$ cat src/rtl/usbse_pkg.sv
package usbse_pkg;

    typedef enum logic [2:0] {
        MD_OFF   = 3'd0,
        MD_HIZ   = 3'd1,
        MD_SHARE = 3'd2,
        MD_SUSP  = 3'd3,
        MD_RUN   = 3'd4
    } xcvr_mode_e;

    typedef struct packed {
        logic dp;
        logic dm;
    } line_pair_t;

    typedef enum logic [1:0] {
        LS_SE0 = 2'b00,
        LS_K   = 2'b01,
        LS_J   = 2'b10,
        LS_SE1 = 2'b11
    } line_state_e;

    typedef struct packed {
        logic diff;
        logic dp;
        logic dm;
        logic oe;
    } rx_bundle_t;

    function automatic line_state_e classify(line_pair_t p);
        return line_state_e'({p.dp, p.dm});
    endfunction

    function automatic line_pair_t tx_encode(logic data, logic se0);
        line_pair_t r;
        r.dp = se0 ? 1'b0 : data;
        r.dm = se0 ? 1'b0 : ~data;
        return r;
    endfunction

    function automatic logic may_drive(xcvr_mode_e m);
        return (m == MD_RUN) || (m == MD_SUSP);
    endfunction

endpackage

$ cat src/rtl/usbse_mode_dec.sv
module usbse_mode_dec
    import usbse_pkg::*;
(
    input  logic       io_ok,
    input  logic       core_ok,
    input  logic       hiz,
    input  logic       susp,
    output xcvr_mode_e mode,
    output logic       low_pwr,
    output logic       rcv_on
);
    always_comb begin
        if (!io_ok)
            mode = MD_OFF;
        else if (hiz)
            mode = MD_HIZ;
        else if (!core_ok)
            mode = MD_SHARE;
        else if (susp)
            mode = MD_SUSP;
        else
            mode = MD_RUN;
    end

    assign low_pwr = (mode == MD_OFF) || (mode == MD_SHARE);
    assign rcv_on  = (mode == MD_RUN);
endmodule

$ cat src/rtl/usbse_tx.sv
module usbse_tx
    import usbse_pkg::*;
(
    input  xcvr_mode_e mode,
    input  logic       oe_n,
    input  logic       force_rx,
    input  logic       data,
    input  logic       se0,
    output line_pair_t drv,
    output logic       drv_en
);
    line_pair_t enc;

    always_comb begin
        enc    = tx_encode(data, se0);
        drv_en = may_drive(mode) && !oe_n && !force_rx;
        drv    = drv_en ? enc : '0;
    end
endmodule

$ cat src/rtl/usbse_rx.sv
module usbse_rx
    import usbse_pkg::*;
#(
    parameter logic HOLD_INIT = 1'b1
) (
    input  logic       clk,
    input  logic       rst,
    input  xcvr_mode_e mode,
    input  logic       rcv_on,
    input  line_pair_t bus,
    output rx_bundle_t rx
);
    line_state_e st;
    logic        hold_q;
    logic        is_diff;

    assign st      = classify(bus);
    assign is_diff = (st == LS_J) || (st == LS_K);

    always_ff @(posedge clk) begin
        if (rst)
            hold_q <= HOLD_INIT;
        else if (rcv_on && is_diff)
            hold_q <= (st == LS_J);
    end

    always_comb begin
        rx = '0;
        unique case (mode)
            MD_OFF, MD_HIZ: rx = '0;
            MD_SHARE: begin
                rx.diff = 1'b0;
                rx.dp   = 1'b1;
                rx.dm   = 1'b1;
                rx.oe   = 1'b1;
            end
            MD_SUSP: begin
                rx.diff = 1'b0;
                rx.dp   = bus.dp;
                rx.dm   = bus.dm;
                rx.oe   = 1'b1;
            end
            default: begin
                rx.diff = is_diff ? (st == LS_J) : hold_q;
                rx.dp   = bus.dp;
                rx.dm   = bus.dm;
                rx.oe   = 1'b1;
            end
        endcase
    end
endmodule

$ cat src/rtl/usbse_xcvr.sv
module usbse_xcvr
    import usbse_pkg::*;
#(
    parameter int   NUM_PU    = 2,
    parameter logic HOLD_INIT = 1'b1
) (
    input  logic              clk,
    input  logic              rst,
    input  logic              io_sup_ok,
    input  logic              core_sup_ok,
    input  logic              hiz_req,
    input  logic              susp_req,
    input  logic              oe_n,
    input  logic              force_rx,
    input  logic              tx_data,
    input  logic              tx_se0,
    input  logic [NUM_PU-1:0] pu_req,
    input  logic              dp_in,
    input  logic              dm_in,
    output logic              dp_out,
    output logic              dm_out,
    output logic              bus_oe,
    output logic              rx_diff,
    output logic              rx_dp,
    output logic              rx_dm,
    output logic              rx_oe,
    output logic [NUM_PU-1:0] pu_en,
    output logic              low_pwr
);
    localparam int PU_LAST = NUM_PU - 1;

    xcvr_mode_e mode;
    logic       rcv_on;
    line_pair_t drv;
    line_pair_t bus_s;
    rx_bundle_t rx;
    logic       pu_allow;

    usbse_mode_dec u_mode (
        .io_ok   (io_sup_ok),
        .core_ok (core_sup_ok),
        .hiz     (hiz_req),
        .susp    (susp_req),
        .mode    (mode),
        .low_pwr (low_pwr),
        .rcv_on  (rcv_on)
    );

    usbse_tx u_tx (
        .mode     (mode),
        .oe_n     (oe_n),
        .force_rx (force_rx),
        .data     (tx_data),
        .se0      (tx_se0),
        .drv      (drv),
        .drv_en   (bus_oe)
    );

    assign bus_s.dp = dp_in;
    assign bus_s.dm = dm_in;

    usbse_rx #(.HOLD_INIT(HOLD_INIT)) u_rx (
        .clk    (clk),
        .rst    (rst),
        .mode   (mode),
        .rcv_on (rcv_on),
        .bus    (bus_s),
        .rx     (rx)
    );

    assign dp_out  = drv.dp;
    assign dm_out  = drv.dm;
    assign rx_diff = rx.diff;
    assign rx_dp   = rx.dp;
    assign rx_dm   = rx.dm;
    assign rx_oe   = rx.oe;

    assign pu_allow = may_drive(mode);

    for (genvar i = 0; i <= PU_LAST; i++) begin : g_pu
        assign pu_en[i] = pu_req[i] & pu_allow;
    end
endmodule

$ cat config.mk
export PLATFORM = sky130hd
export DESIGN_NAME = usbse_xcvr
export DESIGN_NICKNAME = d
export VERILOG_FILES = /design/src/rtl/usbse_pkg.sv /design/src/rtl/usbse_mode_dec.sv /design/src/rtl/usbse_tx.sv /design/src/rtl/usbse_rx.sv /design/src/rtl/usbse_xcvr.sv
export SDC_FILE = /design/constraint.sdc
export NUM_CORES = 1
export LEC_CHECK = 0
export CORE_AREA = 10 10 47 49
export DETAILED_ROUTE_END_ITERATION = 8
export DIE_AREA = 0 0 57 59
export MAX_ROUTING_LAYER = met4
export SETUP_SLACK_MARGIN = 0.2
export SYNTH_ARGS = -nofsm -noshare
export SYNTH_HDL_FRONTEND = slang
export SYNTH_SLANG_ARGS = --single-unit
export TNS_END_PERCENT = 5
$ cat constraint.sdc
create_clock -name clk -period 3.7 [get_ports clk]
set_clock_uncertainty 0.1 [all_clocks]
set_input_delay 1.11 -clock clk [delete_from_list [all_inputs] [get_ports clk]]
set_output_delay 1.11 -clock clk [all_outputs]
set_load 0.02 [all_outputs]
==> results.sh <==
export IMPL_netlist_area_um2=161
export IMPL_synth_top_family_by_area="simple AND/OR/NAND/NOR gates"
export IMPL_reg_largest_list="u_rx.hold_q (1)"
export IMPL_synth_main_ff_cell="dfxtp_1"
export IMPL_syn_nets=37
export IMPL_synth_seq_cells=1
export IMPL_p_comb_frac=0.776
export IMPL_synth_seq_area_share=0.124
export IMPL_synthArstFlopShare=0
export IMPL_grt_pass1_vias=255
export IMPL_p_leak_uw=0.000246
export IMPL_drt_vias_per_instance=3.93
export IMPL_crit_fanout=3
export IMPL_synth_avg_cell_area_um2=7.34
export IMPL_startpoint_type="input port"
export IMPL_die_area_mm2=0.00336
export IMPL_netlist_area_leader_share=0.124
export IMPL_grtUsageTotal=0.0406
export IMPL_rows=14
export IMPL_io_pins=24
export IMPL_critPathKind="in -> out"
export IMPL_max_clock_freq_mhz=289
export IMPL_p_seq_frac=0.224
export IMPL_cp_end_kind="output pin"
export IMPL_regMostFlops="u_rx.hold_q"
export IMPL_yosys_cell_count_top_type="inv_1"
export IMPL_p_switching_uw=15.8
export IMPL_start_util=0.115
export IMPL_synth_cell_types=13
export IMPL_num_nets_final=68
export IMPL_intPower_uw=34.7
export IMPL_place_ws_ns=-0.420
export IMPL_n_antenna_cell=0
export IMPL_core_mm2=0.00140
export IMPL_grt_max_degree=6
export IMPL_largest_register_ffs=1
export IMPL_drive_above_1_share=0.353
export IMPL_synth_xor_area_frac=0
export IMPL_power_density_mw_per_mm2=111
export IMPL_postCtsSetupBuffers=0
export IMPL_synth_area_leaders="dfxtp_1, mux2i_1, nor3_1"
export IMPL_synthMuxAreaShare=0.124
export IMPL_cp_arrival_ns=2.25
export IMPL_rsz0062_at_grt="yes"
export IMPL_peakVddDrop_uv=74.4
export IMPL_synth_compound_area_frac=0.0930
export IMPL_die_h_um=59
export IMPL_hold_violations=0
export IMPL_synth_warnings=0
export IMPL_hold_path_class="reg -> reg"
export IMPL_route_vias_total=263
export IMPL_finalCritPeriodShare=0.935
export IMPL_die_x_um=57
export IMPL_place_inst=67
export IMPL_fin_util=0.326
export IMPL_fin_area_um2=457
export IMPL_first_pass_iters=4
export IMPL_synth_largest_area_cell="dfxtp_1"
export IMPL_postCtsHoldBufs=0
export IMPL_maxSlewViolCount=0
export IMPL_grt_pass1_wl_mm=1.19
export IMPL_tightest_slew_ns=0.209
export IMPL_routed_wirelength_um=711
export IMPL_clockPowerShare=0
export IMPL_max_slew_margin_rel=0.860
export IMPL_clkLatencyLatePin_ns=0
export IMPL_cap_violations=0
export IMPL_wire_per_inst_um=10.6
export IMPL_fin_cells=67
export IMPL_placed_area_um2=457
export IMPL_drt_iter0_drc=3
export IMPL_place_gp_congestion=0.658
export IMPL_cp_required_ns=2.49
export IMPL_area_growth_pct=183
export IMPL_fin_ws_ns=0.240
export IMPL_clk_pin_slew_ns=0
export IMPL_antenna_found_initial=0
export IMPL_ant_nets=0
export IMPL_fin_crit_ns=3.46
export IMPL_yosys_area_share_simple=0.488
export IMPL_synthAdderAreaFrac=0.0775
export IMPL_hpwl_um=638
export IMPL_globalRouteOverflowTotal=0
export IMPL_synth_edf_count=0
export IMPL_synthCells=22
export IMPL_drc=0
export IMPL_switching_share=0.313
export IMPL_status="complete, no violations"
export IMPL_port_buffer_count=23
export IMPL_finalSetupViolCount=0
export IMPL_synth_common_cells="inv_1, nor3_1"
critical path, stage by stage:
cell and delay (ns):
clkdlybuf4s50_1 0.40, or3_4 0.40, nor3b_2 0.18, buf_4 0.16
stage by stage:
step	TNS (ns)	power [µW]	hold slack [ns]
after floorplan	0	23.9	0.378
after global routing	0	54.4	0.447
after global placement	-1.95	52.5	0.399
after CTS	0	50.8	0.416
final	0	50.6	0.409
after detailed placement	-1.99	52.7	0.416
worst paths after layout:
check	startpoint	to	slack, ns	depth (start not counted)
worst max-delay path	oe_n	dp_out	0.24	4
worst min-delay path	u_rx.hold_q	u_rx.hold_q	0.41	2
worst max register to register	u_rx.hold_q	u_rx.hold_q	3.03	2
worst min register to register	u_rx.hold_q	u_rx.hold_q	0.41	2
layout make-up:
type	count	area, µm²
Multi-Input combinational cell	17	153
Inverter	4	15.0
Sequential cell	1	20.0
Timing Repair Buffer	29	249
Fill cell	163	945
Tap cell	16	20.0
cells in the final DEF (no fill, tap or decap):
cell             Yosys  final
or3_4                1      1
nor3_2               0      1
nor3b_2              1      1
inv_1                4      3
dlygate4sd2_1        0     11
mux2i_1              2      2
nand2b_1             1      1
nor2_1               2      2
buf_4                0      9
buf_2                0      1
dfxtp_1              1      1
nor3_1               3      2
and3_2               2      2
a21oi_1              2      2
ha_4                 0      1
o21ai_0              1      1
inv_2                0      1
nand3b_4             0      1
clkdlybuf4s50_1      0      8
cell families after synthesis:
kind of cell,count (synthesis)
compound gates,3
fa+ha+maj,1
buf+inv,4
flops,1
mux,2
simple gates,11
what timing repair did:
item                       in CTS  in global routing
gates resized for setup        34                  2
setup endpoints to repair      10                  1
hold endpoints to repair        0                  0
pin swaps                       1                  0
power groups by stage:
| stage | clock (µW) | sequential (µW) | combinational (µW) |
|---|---|---|---|
| after floorplan | 0 | 11.3 | 12.6 |
| after global placement | 0 | 11.3 | 41.2 |
| after detailed placement | 0 | 11.3 | 41.4 |
| after CTS | 0 | 11.3 | 39.5 |
| after global routing | 0 | 11.4 | 43.1 |
| final | 0 | 11.3 | 39.2 |
layer usage:
metal | vias up | GRT usage | wire length (µm)
li1 | 135 | - | -
met1 | 111 | 0.0515 | 301
met2 | 17 | 0.0605 | 291
met3 | 0 | 0.0193 | 119
met4 | 0 | 0 | 0
met5 | - | - | 0
(Power assumes the default switching activity.)
